**src/rtl/ramwin_pkg.sv**
```systemverilog
package ramwin_pkg;
  localparam int OFS_W = 14;
  localparam logic [7:0] CFG_KEEP = 8'hF9;

  function automatic int win_bits(input int kb);
    if (kb <= 2) return 11;
    else if (kb <= 4) return 12;
    else if (kb <= 8) return 13;
    else return 14;
  endfunction

  function automatic int ram_bytes(input int kb);
    return kb * 1024;
  endfunction

  function automatic bit size_is_pow2(input int kb);
    return ram_bytes(kb) == (1 << win_bits(kb));
  endfunction

  function automatic int top_gap(input int kb);
    return (1 << win_bits(kb)) - ram_bytes(kb);
  endfunction
endpackage

```
**src/rtl/ramwin_reg.sv**
```systemverilog
module ramwin_reg #(
  parameter logic [7:0] RST_VAL = 8'h09
) (
  input  logic       clk,
  input  logic       rst_n,
  input  logic       special_mode,
  input  logic       wr_en,
  input  logic [7:0] wr_data,
  output logic [7:0] cfg_q,
  output logic       lock_q
);
  import ramwin_pkg::*;

  logic wr_take;
  assign wr_take = wr_en && (special_mode || !lock_q);

  always_ff @(posedge clk or negedge rst_n) begin
    if (!rst_n) begin
      cfg_q  <= RST_VAL & CFG_KEEP;
      lock_q <= 1'b0;
    end else if (wr_take) begin
      cfg_q  <= wr_data & CFG_KEEP;
      lock_q <= 1'b1;
    end
  end
endmodule

```
**src/rtl/ramwin_decode.sv**
```systemverilog
module ramwin_decode #(
  parameter int RAM_KB = 6
) (
  input  logic [4:0]                  base_bits,
  input  logic                        align_top,
  input  logic [15:0]                 addr,
  output logic                        sel,
  output logic [ramwin_pkg::OFS_W-1:0] offset
);
  import ramwin_pkg::*;

  localparam int WB  = win_bits(RAM_KB);
  localparam int RB  = ram_bytes(RAM_KB);
  localparam logic [15:0] HI_MASK = 16'hFFFF << WB;
  localparam logic [OFS_W-1:0] GAP_T = OFS_W'(top_gap(RAM_KB));

  logic [15:0]      base16;
  logic             win_hit;
  logic [OFS_W-1:0] lo;
  logic [OFS_W-1:0] gap;
  logic             in_part;

  assign base16  = {base_bits, 11'b0};
  assign win_hit = ((addr ^ base16) & HI_MASK) == 16'h0;
  assign lo      = addr[OFS_W-1:0] & ~HI_MASK[OFS_W-1:0];

  generate
    if (size_is_pow2(RAM_KB)) begin : g_full
      logic unused_align;
      assign unused_align = align_top;
      assign gap = '0;
    end else begin : g_part
      assign gap = align_top ? GAP_T : '0;
    end
  endgenerate

  assign in_part = ({1'b0, lo} >= {1'b0, gap}) &&
                   ({1'b0, lo} <  ({1'b0, gap} + (OFS_W+1)'(RB)));
  assign sel     = win_hit && in_part;
  assign offset  = sel ? (lo - gap) : '0;
endmodule

```
**src/rtl/ramwin_top.sv**
```systemverilog
module ramwin_top #(
  parameter int         RAM_KB  = 6,
  parameter logic [7:0] RST_VAL = 8'h09
) (
  input  logic                         clk,
  input  logic                         rst_n,
  input  logic                         special_mode,
  input  logic                         wr_en,
  input  logic [7:0]                   wr_data,
  output logic [7:0]                   rd_data,
  input  logic [15:0]                  addr,
  output logic                         sel,
  output logic [ramwin_pkg::OFS_W-1:0] offset
);
  logic [7:0] cfg_q;
  logic       lock_q;
  logic       unused_rsvd;

  ramwin_reg #(.RST_VAL(RST_VAL)) reg_i (
    .clk(clk), .rst_n(rst_n), .special_mode(special_mode),
    .wr_en(wr_en), .wr_data(wr_data), .cfg_q(cfg_q), .lock_q(lock_q)
  );

  ramwin_decode #(.RAM_KB(RAM_KB)) dec_i (
    .base_bits(cfg_q[7:3]), .align_top(cfg_q[0]), .addr(addr),
    .sel(sel), .offset(offset)
  );

  assign unused_rsvd = ^cfg_q[2:1];
  assign rd_data     = cfg_q;
endmodule

```
**config.mk**
```make
export PLATFORM = sky130hd
export DESIGN_NAME = ramwin_top
export DESIGN_NICKNAME = d
export VERILOG_FILES = /design/src/rtl/ramwin_pkg.sv /design/src/rtl/ramwin_reg.sv /design/src/rtl/ramwin_decode.sv /design/src/rtl/ramwin_top.sv
export SDC_FILE = /design/constraint.sdc
export NUM_CORES = 1
export LEC_CHECK = 0
export BUFFER_PORTS_ARGS = -buffer_cell sky130_fd_sc_hd__buf_2
export CAP_MARGIN = 0
export CORE_MARGIN = 2
export CORE_UTILIZATION = 43
export DETAILED_ROUTE_END_ITERATION = 10
export GPL_TIMING_DRIVEN = 0
export HOLD_SLACK_MARGIN = 0.08
export PLACE_DENSITY = 0.89
export RECOVER_POWER = 25
export SYNTH_ARGS = -nofsm -noshare
export SYNTH_HDL_FRONTEND = slang
export SYNTH_SLANG_ARGS = --single-unit
```
**constraint.sdc**
```tcl
create_clock -name clk -period 5.5 [get_ports clk]
set_input_delay 0.825 -clock clk [delete_from_list [all_inputs] [get_ports clk]]
set_output_delay 0.825 -clock clk [all_outputs]
set_load 0.05 [all_outputs]
```
==> parameters.txt, run 1 <==
Parameter                              Value

Clock tree
  Number of sinks handled by clock tree synthesis ... 7
  H-Tree Depth ... 1
  Hold_buf cts ... 0
  Buffer cell driving the clock tree root ... sky130_fd_sc_hd__clkbuf_4
  # resized after CTS ... 0
  Maximum number of buffers from clock root to sink ... 2
  CTS tree ... done
  Post-CTS Repair Setup Buffers ... 0
  Clock-pin slew of the registers on the worst-case setup and hold paths ... 0.05 ns
  TritonCTS Buffers ... 3
  Insertion delay to the later sink of the worst-skew pair ... 0.25 ns

Timing
  Final Hold Vio Count ... 0
  Post-Route Skew ... 0.00008718 ns
  Aggregate negative setup slack ... 0 ns
  Top achievable clock speed ... 304.7 MHz
  Unrepaired setup endpoints after global routing ... false
  Number of pins exceeding their max-slew limit in the final report ... 0
  Count of endpoints failing setup in the final report ... 0
  Post-route fraction of the period consumed by the critical path ... 0.5967
  Minimum clock period ... 3.282 ns

Detailed routing
  Detailed-route wire length ... 1616 µm
  Iteration-0 DRC count of the detailed router ... 2
  Detailed-route DRC error count ... 0
  Routed vias/inst ... 5.081
  Antenna-violating nets left ... 0
  Detailed-routing iteration count for the pre-antenna-repair pass ... 4
  Routed vias ... 691
  Routed wire per std cell ... 11.88 µm

Finish
  Number of standard cells in the layout, taps in and fillers out ... 136
  Number of fill cells ... 133
  Most frequent cells in the layout ... sky130_fd_sc_hd__buf_2 (45), sky130_fd_sc_hd__inv_1 (16), sky130_fd_sc_hd__nor4_2 (8), sky130_fd_sc_hd__mux2_2 (6), sky130_fd_sc_hd__dfrtp_1 (5)
  Signed area change from the synthesized netlist to the final layout ... 39.08%
  Number of nets in the layout ... 153
  Share of post-route cells with drive strength above 1 ... 0.6417
  Diodes inserted ... 0
  Commonest non-fill, non-tap cell in the layout ... sky130_fd_sc_hd__buf_2

Global route
  Number of global-route vias before repair ... 675
  Aggregate global routing overflow ... 0
  GRT Total Usage ... 0.1749
  Largest net degree at the start of global routing ... 11
  Antenna violations before repair ... 0
  Met3 Resource Use GR ... 0.03265
  Global-route wire length before repair ... 2580 µm
  Met2 capacity usage during global routing ... 0.3536
  Gr busiest metal ... met2
  Met1 routing resource usage after global routing ... 0.1654

Setup path
  Cell depth of the worst flop-to-flop path ... 3
  Crit Path Max Fanout ... 10
  Largest incremental delay on the critical path ... 0.33 ns
  CP cell instances ... buf_2 -> inv_1 -> ha_1 -> nor4_4 -> a41oi_2 -> buf_6 -> nor4_2 -> buf_2
  Total number of cells along the worst setup path ... 8
  Most frequent CP cell ... sky130_fd_sc_hd__buf_2
  Worst reg2reg setup slack ... 4.33 ns
  Launching element type of the critical path ... input port
  Endpoint kind of the worst setup timing path ... output pin
  Sum of buffers and inverters on the critical path ... 4
  Critical path data required time ... 4.68 ns
  Crit path max-delay cell type ... sky130_fd_sc_hd__ha_1
  CP Class ... input port to output pin
  Critical path's top delay family ... buffers and inverters
  CP arrival ... 2.46 ns

Synthesis
  Mean cell area of the mapped netlist ... 10.30 µm²
  Fraction of synthesized cell area taken by the top area cell type ... 0.1761
  Post-synth design cell area ... 710.7 µm²
  Largest cells by area after synthesis ... sky130_fd_sc_hd__dfrtp_1 (18%), sky130_fd_sc_hd__nor4_2 (14%), sky130_fd_sc_hd__mux2_2 (9.5%), sky130_fd_sc_hd__nor4_4 (9.0%), sky130_fd_sc_hd__inv_1 (8.5%)
  Distinct cell type count after synthesis ... 24
  Fraction of the yosys area taken by sequential cells ... 0.2500
  Yosys Warn Count ... 0
  Cells after Synth ... 69
  Number of flip-flops and latches in the synthesized netlist ... 7
  Area leader, netlist ... sky130_fd_sc_hd__dfrtp_1

Floorplan
  Standard-cell rows ... 14
  Y dimension of the die ... 44.66 µm
  I/O pin count ... 51
  Overall die area ... 0.001994 mm²
  Floorplan core area ... 0.001524 mm²
  Initial cell density of the core ... 0.4663
  Die outline width ... 44.66 µm

Placed design
  Half-perimeter wire length after placement ... 1397 µm
  Number of cells in the design after placement ... 132
  Final estimated routing congestion in global placement ... 0.7527
  IO buf count ... 46

Power
  Total power draw ... 251.9 µW
  Power density normalized to cell area ... 254.8 mW/mm²
  Worst VDD drop ... 186.6 µV
  Leakage power ... 0.5109 nW

Outcome
  Run status ... finished clean

Job
  Number of max-cap violations ... 0

Min path
  Hold Crit Class ... input port to async pin
==> power breakdown <==
| group | internal [mW] | switching (mW) |
|---|---|---|
| combinational | 0.0425 | 0.0969 |
| sequential | 0.0599 | 0.00583 |
| clock | 0.0277 | 0.0190 |
| total | 0.130 | 0.122 |
==> state kept, by name, summed over array words and instances (netlist names) <==
name	flops
reg_i.lock_q	1
reg_i.cfg_q	6
==> cells by family (layout without fill, tap and decap cells) <==
group	count (synthesis)	in the layout	synth area share
AND/OR/NAND/NOR	23	23	0.3468
buffers and inverters	22	72	0.1496
flip-flops	7	7	0.2500
multiplexers	6	6	0.09506
adder cells (fa/ha/maj)	4	4	0.07043
AO/OA/AOI/OAI	3	3	0.04579
XOR/XNOR	3	3	0.03698
other	1	2	0.005277
==> stage by stage <==
| stage | utilization | setup slack, ns | area [µm²] | hold slack (ns) |
|---|---|---|---|---|
| global route | 0.6486 | 2.103 | 988.4 | 0.4905 |
| global placement | 0.6330 | 2.257 | 964.7 | 0.4579 |
| CTS | 0.6502 | 2.206 | 991.0 | 0.3910 |
| detailed placement | 0.6330 | 2.209 | 964.7 | 0.4664 |
| floorplan | - | 1.517 | 714.4 | 0.4396 |
| finish | 0.6486 | 2.218 | 988.4 | 0.4532 |
==> worst register-to-register path, cell delays in order, from the launching register on <==
cell                      delay [ns]
sky130_fd_sc_hd__dfrtp_1        0.34
sky130_fd_sc_hd__inv_1          0.05
sky130_fd_sc_hd__o21ai_2        0.28
sky130_fd_sc_hd__mux2_2         0.38
==> path summary, 6_finish.rpt <==
| check | endpoint | startpoint |
|---|---|---|
| worst max-delay path | offset[2] | addr[11] |
| worst min-delay path | reg_i.lock_q$_DFFE_PN0P_ | rst_n |
| worst max register to register | reg_i.cfg_q[6]$_DFFE_PN0P_ | reg_i.lock_q$_DFFE_PN0P_ |
| worst min register to register | reg_i.lock_q$_DFFE_PN0P_ | reg_i.lock_q$_DFFE_PN0P_ |
| max in group asynchronous | reg_i.cfg_q[0]$_DFFE_PN1P_ | rst_n |
| min in group clk | reg_i.lock_q$_DFFE_PN0P_ | reg_i.lock_q$_DFFE_PN0P_ |
==> synthesized netlist by cell type <==
cell,number
sky130_fd_sc_hd__mux2_2,6
sky130_fd_sc_hd__or2_2,1
sky130_fd_sc_hd__buf_4,4
sky130_fd_sc_hd__buf_2,1
sky130_fd_sc_hd__dfrtp_1,5
sky130_fd_sc_hd__inv_1,16
sky130_fd_sc_hd__a41oi_2,1
sky130_fd_sc_hd__dfstp_2,2
sky130_fd_sc_hd__nor3_2,1
sky130_fd_sc_hd__nor2b_1,1
sky130_fd_sc_hd__nor4_2,8
sky130_fd_sc_hd__nor3_1,1
sky130_fd_sc_hd__o21ai_2,1
sky130_fd_sc_hd__nor4_4,3
sky130_fd_sc_hd__conb_1,1
sky130_fd_sc_hd__nand4_1,1
sky130_fd_sc_hd__nor4_1,4
sky130_fd_sc_hd__ha_1,4
sky130_fd_sc_hd__nand3_1,1
sky130_fd_sc_hd__nor4b_2,1
sky130_fd_sc_hd__buf_6,1
sky130_fd_sc_hd__nor2_1,1
sky130_fd_sc_hd__xnor2_1,3
sky130_fd_sc_hd__o21a_1,1
==> layout make-up <==
| type | instances | area (µm²) | area share |
|---|---|---|---|
| timing repair buffer | 46 | 227.7 | 0.2304 |
| multi-input combinational | 41 | 430.4 | 0.4354 |
| inverter | 16 | 60.06 | 0.06076 |
| tap | 16 | 20.02 | 0.02025 |
| buffer | 6 | 46.29 | 0.04684 |
| sequential | 7 | 177.7 | 0.1797 |
| clock buffer | 4 | 26.28 | 0.02658 |
==> layer usage <==
layer  share of wire  vias up
met1            0.34      303
met3            0.12        2
li1                -      338
met5               0        -
met4          0.0056        0
met2            0.53       48
Note: power is estimated with default switching activity, not from simulation.
==> run 2, diff against run 1 <==
--- a/config.mk
+++ b/config.mk
@@ -8,11 +8,11 @@
 export BUFFER_PORTS_ARGS = -buffer_cell sky130_fd_sc_hd__buf_2
 export CAP_MARGIN = 0
 export CORE_MARGIN = 2
-export CORE_UTILIZATION = 43
+export CORE_UTILIZATION = 36
 export DETAILED_ROUTE_END_ITERATION = 10
 export GPL_TIMING_DRIVEN = 0
 export HOLD_SLACK_MARGIN = 0.08
-export PLACE_DENSITY = 0.89
+export PLACE_DENSITY = 0.8
 export RECOVER_POWER = 25
 export SYNTH_ARGS = -nofsm -noshare
 export SYNTH_HDL_FRONTEND = slang
==> constraint.sdc (replaced) <==
create_clock -name clk -period 2.77 [get_ports clk]
set_input_delay 0.4155 -clock clk [delete_from_list [all_inputs] [get_ports clk]]
set_output_delay 0.4155 -clock clk [all_outputs]
set_load 0.05 [all_outputs]
==> run 2 against run 1 <==
Compared with the run above: setup slack lost 2.1 ns; global-route usage shrank 1.7 points; total power grew 120%; count of clock-buffer cells in the layout is the same; clock skew grew 0.00056 ns; sequential power grew 98%; critical endpoint is now offset[6]; largest power group unchanged.
==> parameters.txt, run 2 (synthesis gave the netlist of run 1 again) <==
Parameter                              Value

Power
  Clock power frac ... 0.164
  Leakage power ... 0.5392 nW
  Switching power ... 265.1 µW
  Part of the power in combinational logic ... 0.598
  Internal cell power ... 281.5 µW
  Switching Fraction ... 0.4850
  Sequential power share ... 0.238
  Power density normalized to cell area ... 465.2 mW/mm²
  Worst VDD drop ... 356.1 µV

Timing
  Transition time at the pin with the least slew margin ... 0.4905 ns
  Minimum clock period ... 2.698 ns
  Count of endpoints failing setup in the final report ... 0
  Top achievable clock speed ... 370.6 MHz
  Post-Route Skew ... 0.0006434 ns
  Post-route fraction of the period consumed by the critical path ... 0.9740
  Worst max-slew margin expressed relative to the limit ... 0.6705
  Post-route worst hold slack ... 0.3989 ns
  Number of pins exceeding their max-slew limit in the final report ... 0
  Final Hold Vio Count ... 0

Floorplan
  I/O pin count ... 51
  Y dimension of the die ... 48.43 µm
  Initial cell density of the core ... 0.3737
  Die outline width ... 48.43 µm
  Overall die area ... 0.002345 mm²
  Floorplan core area ... 0.001902 mm²
  Standard-cell rows ... 16

Min path
  Endpoint, Worst Hold ... reg_i.lock_q$_DFFE_PN0P_
  Worst hold path cell count ... 2
  Worst hold path startpoint ... wr_en
  Hold Crit Class ... input port to flop

Placed design
  Final estimated routing congestion in global placement ... 0.7500
  Half-perimeter wire length after placement ... 1462 µm
  Number of cells in the design after placement ... 143
  IO buf count ... 46

Clock tree
  Post-CTS Repair Setup Buffers ... 0
  CTS tree ... done
  Buffer cell driving the clock tree root ... sky130_fd_sc_hd__clkbuf_4
  Maximum number of buffers from clock root to sink ... 2
  Clock-pin slew of the registers on the worst-case setup and hold paths ... 0.05 ns
  H-Tree Depth ... 1
  Number of sinks handled by clock tree synthesis ... 7
  TritonCTS Buffers ... 3
  Insertion delay to the later sink of the worst-skew pair ... 0.24 ns

Finish
  Number of nets in the layout ... 155
  Top register by number of flip-flops ... reg_i.cfg_q
  Number of flip-flops under the largest register name ... 6
  Number of standard cells in the layout, taps in and fillers out ... 149
  Share of post-route cells with drive strength above 1 ... 0.6557
  Number of fill cells ... 166
  Signed area change from the synthesized netlist to the final layout ... 65.32%
  Diodes inserted ... 0
  Commonest non-fill, non-tap cell in the layout ... sky130_fd_sc_hd__buf_2
  Biggest regs ... reg_i.cfg_q x6, reg_i.lock_q x1
  Most frequent cells in the layout ... sky130_fd_sc_hd__buf_2 (36), sky130_fd_sc_hd__inv_1 (16), sky130_fd_sc_hd__nor4_4 (11), sky130_fd_sc_hd__buf_4 (9), sky130_fd_sc_hd__mux2_2 (6)

Detailed routing
  Detailed-route DRC error count ... 0
  Iteration-0 DRC count of the detailed router ... 6
  Routed wire per std cell ... 12.74 µm
  Detailed-routing iteration count for the pre-antenna-repair pass ... 3
  Antenna-violating nets left ... 0
  Routed vias/inst ... 4.705
  Detailed-route wire length ... 1899 µm
  Routed vias ... 701

Setup path
  Crit path max-delay cell type ... sky130_fd_sc_hd__dfstp_2
  Worst reg2reg setup slack ... 1.57 ns
  CP cell instances ... inv_1 -> ha_1 -> nor4_4 -> a41oi_4 -> clkbuf_16 -> nor4_4 -> buf_4
  Endpoint of the lowest-slack register-to-register path ... reg_i.cfg_q[7]$_DFFE_PN0P_
  Critical path data required time ... 2.35 ns
  CP arrival ... 2.28 ns
  CP Class ... flop to output pin
  Most frequent CP cell ... sky130_fd_sc_hd__nor4_4
  Critical register-to-register path startpoint ... reg_i.lock_q$_DFFE_PN0P_
  Launching element type of the critical path ... flop
  Cell depth of the worst flop-to-flop path ... 3
  Largest incremental delay on the critical path ... 0.56 ns
  Crit Path Max Fanout ... 5
  Endpoint kind of the worst setup timing path ... output pin

Global route
  Aggregate global routing overflow ... 0
  Number of global-route vias before repair ... 762
  Global-route wire length before repair ... 2994 µm
  GRT Total Usage ... 0.1577
  Largest net degree at the start of global routing ... 11
  Antenna violations before repair ... 0

Job
  Number of max-cap violations ... 0

Outcome
  Run status ... finished clean
[run 2: repair_timing]
item                                    CTS  global route
gates cloned                              0             1
endpoints found under the setup margin    9            13
hold buffers                              1             0
endpoints found under the hold margin     5             0
pin swaps                                 0             2
resized for setup                        10             7
[run 2: routing by layer]
metal | GRT usage | vias up | part of all wire
li1 | - | 340 | -
met4 | 0.05714 | 0 | 0
met2 | 0.3264 | 34 | 0.56
met3 | 0.04630 | 0 | 0.070
met1 | 0.1401 | 327 | 0.37
met5 | 0 | - | 0
[run 2: power by group through the flow]
| stage | logic, mW | registers, mW | clock network, mW |
|---|---|---|---|
| after floorplan | 0.202 | 0.170 | 0 |
| after global placement | 0.301 | 0.131 | 0 |
| after detailed placement | 0.308 | 0.132 | 0 |
| after CTS | 0.316 | 0.131 | 0.0936 |
| after global routing | 0.344 | 0.132 | 0.102 |
| final | 0.327 | 0.130 | 0.0894 |
[run 2: area by class of cell]
type	instances	area (µm²)	area share
buffer	6	55.05	0.04686
clock buffer	4	26.28	0.02236
inverter	16	60.06	0.05112
multi-input combinational	41	518.0	0.4409
sequential	7	177.7	0.1512
tap	27	33.78	0.02875
timing repair buffer	48	304.0	0.2588
[run 2: worst max-delay path by stage]
| stage | from | end | slack (ns) | depth (start not counted) |
|---|---|---|---|---|
| 6_report | reg_i.cfg_q[0]$_DFFE_PN1P_ | offset[6] | 0.07 | 7 |
| 3_5_place_dp | reg_i.cfg_q[0]$_DFFE_PN1P_ | offset[11] | 0.21 | 7 |
| 3_3_place_gp | reg_i.cfg_q[0]$_DFFE_PN1P_ | offset[12] | 0.26 | 7 |
| 2_1_floorplan | reg_i.cfg_q[0]$_DFFE_PN1P_ | offset[1] | -0.51 | 5 |
| 5_1_grt | reg_i.cfg_q[0]$_DFFE_PN1P_ | offset[6] | -0.07 | 7 |
| 4_1_cts | reg_i.cfg_q[0]$_DFFE_PN1P_ | sel | 0.002 | 7 |
[run 2: through the flow]
step	setup WS, ns	utilization	instance area [µm²]	TNS, ns	total power [mW]
after floorplan	-0.5146	-	790.8	-1.544	0.3714
after global placement	0.2627	0.5546	1055	0	0.4318
after detailed placement	0.2061	0.5546	1055	0	0.4404
after CTS	0.001608	0.5875	1117	0	0.5403
after global routing	-0.06895	0.6178	1175	-0.09535	0.5788
final	0.07202	0.6178	1175	0	0.5466
[run 2: critical path, delay by kind of cell, from the launching register on]
| kind | cells | cell delay (ns) |
|---|---|---|
| adders and majority gates | 1 | 0.32 |
| AOI/OAI and AO/OA | 1 | 0.23 |
| DFF | 1 | 0.56 |
| and+or+nand+nor | 2 | 0.39 |
| buffers and inverters | 3 | 0.53 |
